## src/rtl/thermacc_pkg.sv

```systemverilog
package thermacc_pkg;

    localparam int STATUS_FLAG_BIT = 5;

    typedef enum logic [1:0] {
        CNT_HOLD  = 2'd0,
        CNT_CLEAR = 2'd1,
        CNT_SEED  = 2'd2,
        CNT_INC   = 2'd3
    } cnt_op_e;

    typedef struct packed {
        logic active;
        logic tick;
        logic rd;
    } cnt_ctrl_t;

    function automatic cnt_op_e pick_op(input cnt_ctrl_t c, input logic is_zero,
                                        input logic is_max);
        cnt_op_e op;
        if (c.rd)
            op = c.active ? CNT_SEED : CNT_CLEAR;
        else if (!c.active)
            op = CNT_HOLD;
        else if (is_zero)
            op = CNT_SEED;
        else if (c.tick && !is_max)
            op = CNT_INC;
        else
            op = CNT_HOLD;
        return op;
    endfunction

endpackage

```

## src/rtl/thermacc_sync.sv

```systemverilog
module thermacc_sync #(
    parameter int STAGES = 2
) (
    input  logic clk,
    input  logic rst,
    input  logic din,
    output logic dout
);
    logic [STAGES-1:0] stage_q;

    genvar g;
    generate
        for (g = 0; g < STAGES; g++) begin : g_stage
            if (g == 0) begin : g_first
                always_ff @(posedge clk) begin
                    if (rst) stage_q[0] <= 1'b0;
                    else     stage_q[0] <= din;
                end
            end else begin : g_next
                always_ff @(posedge clk) begin
                    if (rst) stage_q[g] <= 1'b0;
                    else     stage_q[g] <= stage_q[g-1];
                end
            end
        end
    endgenerate

    assign dout = stage_q[STAGES-1];
endmodule

```

## src/rtl/thermacc_tickgen.sv

```systemverilog
module thermacc_tickgen #(
    parameter bit USE_EXT_TICK = 1'b1,
    parameter int PRESCALE_DIV = 1138000
) (
    input  logic clk,
    input  logic rst,
    input  logic tick_in,
    output logic tick
);
    localparam int PW = (PRESCALE_DIV > 1) ? $clog2(PRESCALE_DIV) : 1;
    localparam logic [PW-1:0] LAST = PW'(PRESCALE_DIV - 1);

    generate
        if (USE_EXT_TICK) begin : g_ext
            assign tick = tick_in;
        end else begin : g_int
            logic unused_tick_in;
            logic [PW-1:0] div_q;
            assign unused_tick_in = tick_in;
            always_ff @(posedge clk) begin
                if (rst)                div_q <= '0;
                else if (div_q == LAST) div_q <= '0;
                else                    div_q <= div_q + 1'b1;
            end
            assign tick = (div_q == LAST);
        end
    endgenerate
endmodule

```

## src/rtl/thermacc_counter.sv

```systemverilog
module thermacc_counter
    import thermacc_pkg::*;
#(
    parameter int W = 8
) (
    input  logic         clk,
    input  logic         rst,
    input  cnt_ctrl_t    ctrl,
    output logic [W-1:0] cnt_q
);
    localparam logic [W-1:0] ONE = W'(1);

    cnt_op_e op;

    always_comb op = pick_op(ctrl, (cnt_q == '0), (&cnt_q));

    always_ff @(posedge clk) begin
        if (rst) begin
            cnt_q <= '0;
        end else begin
            unique case (op)
                CNT_CLEAR: cnt_q <= '0;
                CNT_SEED:  cnt_q <= ONE;
                CNT_INC:   cnt_q <= cnt_q + ONE;
                default:   cnt_q <= cnt_q;
            endcase
        end
    end
endmodule

```

## src/rtl/thermacc_flag.sv

```systemverilog
module thermacc_flag #(
    parameter int W = 8
) (
    input  logic         clk,
    input  logic         rst,
    input  logic [W-1:0] cnt,
    input  logic         lim_we,
    input  logic [W-1:0] lim_wdata,
    input  logic         mask_we,
    input  logic         mask_wdata,
    input  logic         clr_req,
    output logic [W-1:0] limit_q,
    output logic         mask_q,
    output logic         flag_q,
    output logic         alert_n
);
    logic exceed;

    always_ff @(posedge clk) begin
        if (rst) begin
            limit_q <= '0;
            mask_q  <= 1'b0;
        end else begin
            if (lim_we)  limit_q <= lim_wdata;
            if (mask_we) mask_q  <= mask_wdata;
        end
    end

    assign exceed = (cnt > limit_q);

    always_ff @(posedge clk) begin
        if (rst)          flag_q <= 1'b0;
        else if (exceed)  flag_q <= 1'b1;
        else if (clr_req) flag_q <= 1'b0;
    end

    assign alert_n = ~(flag_q & ~mask_q);
endmodule

```

## src/rtl/thermacc.sv

```systemverilog
module thermacc
    import thermacc_pkg::*;
#(
    parameter int TIMER_W      = 8,
    parameter int SYNC_STAGES  = 2,
    parameter bit USE_EXT_TICK = 1'b1,
    parameter int PRESCALE_DIV = 1138000
) (
    input  logic               clk,
    input  logic               rst,
    input  logic               therm_n,
    input  logic               tick_in,
    input  logic               rd_timer,
    output logic [TIMER_W-1:0] timer_q,
    input  logic               lim_we,
    input  logic [TIMER_W-1:0] lim_wdata,
    output logic [TIMER_W-1:0] limit_q,
    input  logic               mask_we,
    input  logic               mask_wdata,
    output logic               mask_q,
    input  logic               stat_we,
    input  logic [7:0]         stat_wdata,
    output logic [7:0]         status_q,
    output logic               alert_n
);
    logic      sync_active;
    logic      tick;
    logic      flag;
    logic      clr_req;
    cnt_ctrl_t ctrl;

    thermacc_sync #(.STAGES(SYNC_STAGES)) u_sync (
        .clk (clk),
        .rst (rst),
        .din (~therm_n),
        .dout(sync_active)
    );

    thermacc_tickgen #(.USE_EXT_TICK(USE_EXT_TICK), .PRESCALE_DIV(PRESCALE_DIV)) u_tick (
        .clk    (clk),
        .rst    (rst),
        .tick_in(tick_in),
        .tick   (tick)
    );

    always_comb begin
        ctrl.active = sync_active;
        ctrl.tick   = tick;
        ctrl.rd     = rd_timer;
    end

    thermacc_counter #(.W(TIMER_W)) u_cnt (
        .clk  (clk),
        .rst  (rst),
        .ctrl (ctrl),
        .cnt_q(timer_q)
    );

    assign clr_req = stat_we & stat_wdata[STATUS_FLAG_BIT];

    thermacc_flag #(.W(TIMER_W)) u_flag (
        .clk       (clk),
        .rst       (rst),
        .cnt       (timer_q),
        .lim_we    (lim_we),
        .lim_wdata (lim_wdata),
        .mask_we   (mask_we),
        .mask_wdata(mask_wdata),
        .clr_req   (clr_req),
        .limit_q   (limit_q),
        .mask_q    (mask_q),
        .flag_q    (flag),
        .alert_n   (alert_n)
    );

    always_comb begin
        status_q = '0;
        status_q[STATUS_FLAG_BIT] = flag;
    end
endmodule

```

## config.mk

```make
export PLATFORM = sky130hd
export DESIGN_NAME = thermacc
export DESIGN_NICKNAME = d
export VERILOG_FILES = /design/src/rtl/thermacc_pkg.sv /design/src/rtl/thermacc_sync.sv /design/src/rtl/thermacc_tickgen.sv /design/src/rtl/thermacc_counter.sv /design/src/rtl/thermacc_flag.sv /design/src/rtl/thermacc.sv
export SDC_FILE = /design/constraint.sdc
export NUM_CORES = 1
export LEC_CHECK = 0
export CAP_MARGIN = 10
export CORE_ASPECT_RATIO = 1.2
export CORE_MARGIN = 2
export CORE_UTILIZATION = 40
export DETAILED_ROUTE_END_ITERATION = 16
export PLACE_DENSITY = 0.77
export SYNTH_ARGS = -nofsm -noshare
export SYNTH_HDL_FRONTEND = slang
export SYNTH_SLANG_ARGS = --single-unit
```

## constraint.sdc

```tcl
create_clock -name clk -period 2.3 [get_ports clk]
set_clock_uncertainty 0.2 [all_clocks]
set_input_delay 0.69 -clock clk [delete_from_list [all_inputs] [get_ports clk]]
set_output_delay 0.69 -clock clk [all_outputs]
set_load 0.005 [all_outputs]
```

After elaboration in Yosys (flattened, before gate mapping)
Index checks and enable logic that the tools add are counted.
{ "totals": {"input_bits": 25, "regBits": 20, "out_inout_bits": 26, "word_cells": 30} }
{ "classes": {"add_sub_neg": 1, "order_cmp": 1, "n_bitwise": 5, "muxes": 8, "reduce_logical": 6, "n_eq_ne": 3} }
{ "op_table": {"columns": ["operator", "n"], "rows": [
  ["$pmux 8 s3", 1],
  ["$mux 2", 5],
  ["$add 8x1->8 const B", 1],
  ["$gt 8x8->1", 1],
  ["$logic_not 8->1", 1],
  ["$reduce_and 8->1", 1],
  ["$eq 2x2->1 const B", 2],
  ["$not 1->1", 3],
  ["$reduce_bool 3->1", 1],
  ["$and 1x1->1", 2],
  ["$eq 2x1->1 const B", 1],
  ["$mux 1", 2],
  ["$reduce_bool 2->1", 1],
  ["$logic_and 1x1->1", 1],
  ["$logic_not 1->1", 1]
]} }

Depth between registers and ports, before layout
{ "logic_depth": {"depth_word": 9, "mapped_depth": 7, "depth_no_buf": 7} }

Modules after synthesis
From an unflattened synthesis, not the netlist that was laid out.
{ "unflattened": {"cells_unflattened": 126, "hier_area_um2": 1121.1} }
{ "by_module_without_submodules": {"columns": ["mod", "instances", "area_per_inst_um2", "cells_per_inst", "seq_area_each_um2"], "rows": [
  ["thermacc_flag", 1, 559.3, 61, 200.2],
  ["thermacc_counter", 1, 427.9, 49, 160.2],
  ["thermacc", 1, 73.8, 11, 0.0],
  ["thermacc_sync", 1, 52.6, 4, 40.0],
  ["thermacc_tickgen", 1, 7.5, 1, 0.0]
]} }

Least setup slack after synthesis
No wires, ideal clock.
{ "synth_path": {"path_kind": "register to register", "startpoint": "reg u_cnt.cnt_q[5]", "endpoint": "reg u_flag.flag_q", "arrival_time_ns": 1.483, "synth_period_minus_slack_ns": 1.814, "path_buffers": 0, "slack_ns": 0.486, "required_time_ns": 1.969, "setup_time_ns": 0.131, "path_stages_with_launch": 6, "cell_sequence": "dfxtp_1 -> ha_1 -> a21o_1 -> a21o_1 -> a2111oi_0 -> nor3_1"} }
{ "synth_between": {"elab_chain_cells": 2, "word_cells_on_any_way": 3, "classes_between": "order compare (1); mux (1); reduce/logical (1)"} }
{ "synth_lines": {"columns": ["item", "line", "source"], "rows": [
  ["from (decl)", "thermacc_counter.sv:9", "output logic [W-1:0] cnt_q"],
  ["from (signal assigned)", "thermacc_counter.sv:24", "CNT_INC: cnt_q <= cnt_q + ONE;"],
  ["from (signal assigned)", "thermacc_counter.sv:25", "default: cnt_q <= cnt_q;"],
  ["$gt 8x8->1 *", "thermacc_flag.sv:29", "assign exceed = (cnt > limit_q);"],
  ["$mux 1 / $reduce_bool 2->1 (equally long branches)", null, null],
  ["to (signal assigned)", "thermacc_flag.sv:32", "if (rst) flag_q <= 1'b0;"],
  ["to (signal assigned)", "thermacc_flag.sv:33", "else if (exceed) flag_q <= 1'b1;"],
  ["to (signal assigned)", "thermacc_flag.sv:34", "else if (clr_req) flag_q <= 1'b0;"],
  ["to (decl)", "thermacc_flag.sv:14", "output logic flag_q,"]
]} }
Every way passes the cells marked *; elsewhere a longest branch is shown, timed or not.
A chain may end at the register's enable or synchronous reset.

Worst setup path after layout
{ "layout_path": {"startpoint": "reg u_cnt.cnt_q[4]", "endpoint": "out timer_q[4]"} }
{ "layout_lines": {"columns": ["item", "line", "source"], "rows": [
  ["to (decl)", "thermacc.sv:14", "output logic [TIMER_W-1:0] timer_q,"]
]} }
No word-level cell between the ends.

==> run_summary.xml <==
<?xml version="1.0" encoding="UTF-8"?>
<metrics>
  <group name="status">
    <metric name="outcome" unit="">finished clean</metric>
  </group>
  <group name="finish">
    <metric name="number_of_nets_in_the_layout" unit="">201</metric>
    <metric name="num_antenna_cells" unit="">0</metric>
    <metric name="fillers" unit="">264</metric>
    <metric name="final_common_cell" unit="">clkdlybuf4s50_1</metric>
    <metric name="fin_cells" unit="">199</metric>
    <metric name="final_cell_mix" unit="">clkdlybuf4s50_1, dfxtp_1, nor2_1</metric>
    <metric name="post-route-util" unit="%">57.8</metric>
    <metric name="layout-area-overhead-vs-synth" unit="%">37.6</metric>
    <metric name="drive_gt1_share" unit="%">13.3</metric>
  </group>
  <group name="grt">
    <metric name="grt_antenna_before_repair" unit="">0</metric>
    <metric name="track_usage" unit="%">17.0</metric>
    <metric name="grt_pass1_wl" unit="um">4410</metric>
    <metric name="number_of_global_route_vias_before_repair" unit="">1059</metric>
    <metric name="largest_net_degree_at_the_start_of_global_routing" unit="">15</metric>
    <metric name="overflow" unit="">0</metric>
  </group>
  <group name="drt">
    <metric name="drcViolationCount" unit="">0</metric>
    <metric name="drt_via_density" unit="">5.31</metric>
    <metric name="final_antenna_net_count" unit="">0</metric>
    <metric name="drtIter0Drc" unit="">28</metric>
    <metric name="detail_route.wirelength" unit="um">2570</metric>
    <metric name="num_vias" unit="">1056</metric>
    <metric name="detail_route.first_pass.iterations" unit="">4</metric>
    <metric name="wl_per_cell" unit="um">12.9</metric>
  </group>
  <group name="logic_synthesis">
    <metric name="synth-seq-area-share" unit="%">34.2</metric>
    <metric name="ffs_w_async_s_r_synth" unit="%">0</metric>
    <metric name="synth_edf_count" unit="">0</metric>
    <metric name="syn_avg_cell_area" unit="um^2">9.28</metric>
    <metric name="synth_warnings" unit="">0</metric>
    <metric name="netlist_instances" unit="">126</metric>
    <metric name="ys_seq_elements" unit="">20</metric>
    <metric name="synth-main-ff-cell" unit="">dfxtp_1</metric>
    <metric name="synth.distinct_cells" unit="">40</metric>
    <metric name="synth_area" unit="um^2">1170</metric>
  </group>
  <group name="timing">
    <metric name="layout_setup_ws" unit="ns">0.0446</metric>
    <metric name="final.min_clock_period" unit="ns">2.26</metric>
    <metric name="hold_ws" unit="ns">0.260</metric>
    <metric name="finalSetupViolCount" unit="">0</metric>
    <metric name="grt_setup_unrepaired" unit="">false</metric>
    <metric name="fmax" unit="GHz">0.443</metric>
    <metric name="final_hold_viol_count" unit="">0</metric>
    <metric name="number_of_pins_exceeding_their_max_slew_limit_in_the_final_report" unit="">0</metric>
    <metric name="final.period_utilization" unit="%">98.1</metric>
  </group>
  <group name="power_and_ir_drop">
    <metric name="leakage_dissipation" unit="nW">0.669</metric>
    <metric name="power-per-cell-area" unit="nW/um^2">484</metric>
    <metric name="report.power.total" unit="mW">0.780</metric>
    <metric name="peakVddDrop" unit="V">0.000357</metric>
  </group>
  <group name="clock_network">
    <metric name="maximum_level_of_the_cts_h_tree" unit="">1</metric>
    <metric name="cts.sink_count" unit="">20</metric>
    <metric name="root_buffer" unit="">clkbuf_4</metric>
    <metric name="max-clock-path-buffers" unit="">2</metric>
    <metric name="tritoncts" unit="">built</metric>
    <metric name="worstSkewPairLatency" unit="ns">0.30</metric>
    <metric name="tritoncts.num_buffers" unit="">3</metric>
    <metric name="clk_pin_slew_worst_paths" unit="ns">0.11</metric>
  </group>
  <group name="setup_path">
    <metric name="path_max_fanout" unit="">8</metric>
    <metric name="cp_data_arrival_time" unit="ns">1.37</metric>
    <metric name="worstPathRequired" unit="ns">1.41</metric>
    <metric name="worst_path_max_delay_cell" unit="">clkdlybuf4s50_1</metric>
    <metric name="worst-r2r-setup-slack" unit="ns">0.27</metric>
    <metric name="category_of_the_most_critical_setup_path" unit="">flip-flop to output port</metric>
    <metric name="crit_chain" unit="">clkdlybuf4s50_1</metric>
    <metric name="worst_path_dominant_cell_family" unit="">buffers and inverters</metric>
    <metric name="critical_path_buf_inv_count" unit="">1</metric>
    <metric name="endpoint_kind" unit="">output port</metric>
    <metric name="crit_start_category" unit="">flip-flop</metric>
    <metric name="slowest_delay" unit="ns">0.56</metric>
  </group>
  <group name="placed_design">
    <metric name="dpl_worst_slack" unit="ns">-0.0374</metric>
    <metric name="dp.cells" unit="">195</metric>
    <metric name="buffers_on_ports" unit="">36</metric>
    <metric name="detailedPlacementHpwl" unit="um">2080</metric>
    <metric name="globalplace.congestion" unit="">0.854</metric>
  </group>
  <group name="floorplanning">
    <metric name="width_of_the_die" unit="um">53.4</metric>
    <metric name="dieArea" unit="um^2">3380</metric>
    <metric name="core_area" unit="um^2">2790</metric>
    <metric name="initial_util" unit="%">42.0</metric>
    <metric name="fp.dieH" unit="um">63.2</metric>
    <metric name="design.portCount" unit="">51</metric>
    <metric name="num_rows" unit="">21</metric>
  </group>
  <group name="run">
    <metric name="maxCapViolCount" unit="">0</metric>
  </group>
  <group name="worst_hold_path">
    <metric name="min-delay-path-class" unit="">flip-flop to flip-flop</metric>
  </group>
</metrics>
[worst reg2reg max path, stage by stage, from the launching register on]
cell and delay [ns]:
dfxtp_1 0.45, inv_1 0.14, ha_1 0.22, nor4b_2 0.16
a21o_4 0.24, nor3_4 0.22, nor3b_1 0.23, a211o_1 0.12
[report_power, final]
group	leakage [nW]	switching (mW)	internal, mW
Combinational	0.476	0.0486	0.0762
Clock	0.0279	0.109	0.176
Sequential	0.166	0.0101	0.360
Total	0.669	0.168	0.612
[synthesized netlist by cell type, types with 2 or more instances]
library cell,instances,share of area [%]
a22o_1,2,1.5
mux2i_1,9,7.7
nand4_1,3,1.6
o211ai_1,2,1.3
a21o_1,2,1.3
a21oi_1,5,2.1
o311a_1,2,1.7
nor2_1,13,4.2
nor2b_1,2,1.1
clkbuf_1,2,0.64
xnor2_1,2,1.5
dfxtp_1,20,34
nor3_2,2,1.7
nand2_1,3,0.96
ha_1,10,11
inv_1,10,3.2
nor3_1,3,1.3
buf_4,8,5.1
and3_2,2,1.3
nand3_1,4,1.7
[cells by family (layout without fill, tap and decap cells)]
family	count (synthesis)	in the layout	share of synthesized area, %
simple gates	38	38	18.7
compound gates	25	25	17.4
xor+xnor	2	2	1.50
mux	9	9	7.70
flops	20	20	34.2
other cells	1	7	0.321
fa+ha+maj	10	10	10.7
buf+inv	21	54	9.41
[per-stage QoR]
stage	instance area [um^2]	TNS, ns
after floorplan	1190	0
after global placement	1550	0
after detailed placement	1550	-0.0374
after CTS	1610	0
after global routing	1610	0
final	1610	0
[flip-flops by register name, summed over array words and instances, names as in the netlist]
signal and count:
u_flag.limit_q 8, u_flag.flag_q 1, u_cnt.cnt_q 8, u_sync.stage_q 1, u_sync.dout 1, u_flag.mask_q 1
[routing by layer]
metal / share of wire (%) / GRT usage [%]
met1: 41 / 19.5
met2: 53 / 30.1
met3: 5.4 / 3.79
met4: 1.2 / 5.13
met5: 0 / 0
[worst paths after layout]
kind / start / cells after the start / endpoint
worst max-delay path: u_cnt.cnt_q[4]$_SDFFE_PP0P_ / 1 / timer_q[4]
worst min-delay path: u_sync.stage_q[0]$_SDFF_PP0_ / 1 / u_sync.dout$_SDFF_PP0_
worst max register to register: u_cnt.cnt_q[0]$_SDFFE_PP0P_ / 7 / u_cnt.cnt_q[5]$_SDFFE_PP0P_
worst min register to register: u_sync.stage_q[0]$_SDFF_PP0_ / 1 / u_sync.dout$_SDFF_PP0_
[final cells by class]
class | count | area, um^2 | area share, %
Multi-Input combinational cell | 91 | 682 | 42.3
Sequential cell | 20 | 405 | 25.2
Timing Repair Buffer | 40 | 390 | 24.2
Tap cell | 34 | 42.5 | 2.64
Inverter | 10 | 37.5 | 2.33
Clock inverter | 1 | 30.0 | 1.86
Clock buffer | 3 | 22.5 | 1.40
[repair_timing]
action / CTS / global route
buffers inserted: 0 / 0
hold buffers: 0 / 0
resized for setup: 1 / 3
endpoints found under the setup margin: 1 / 3
Note: power is estimated with default switching activity, not from simulation.
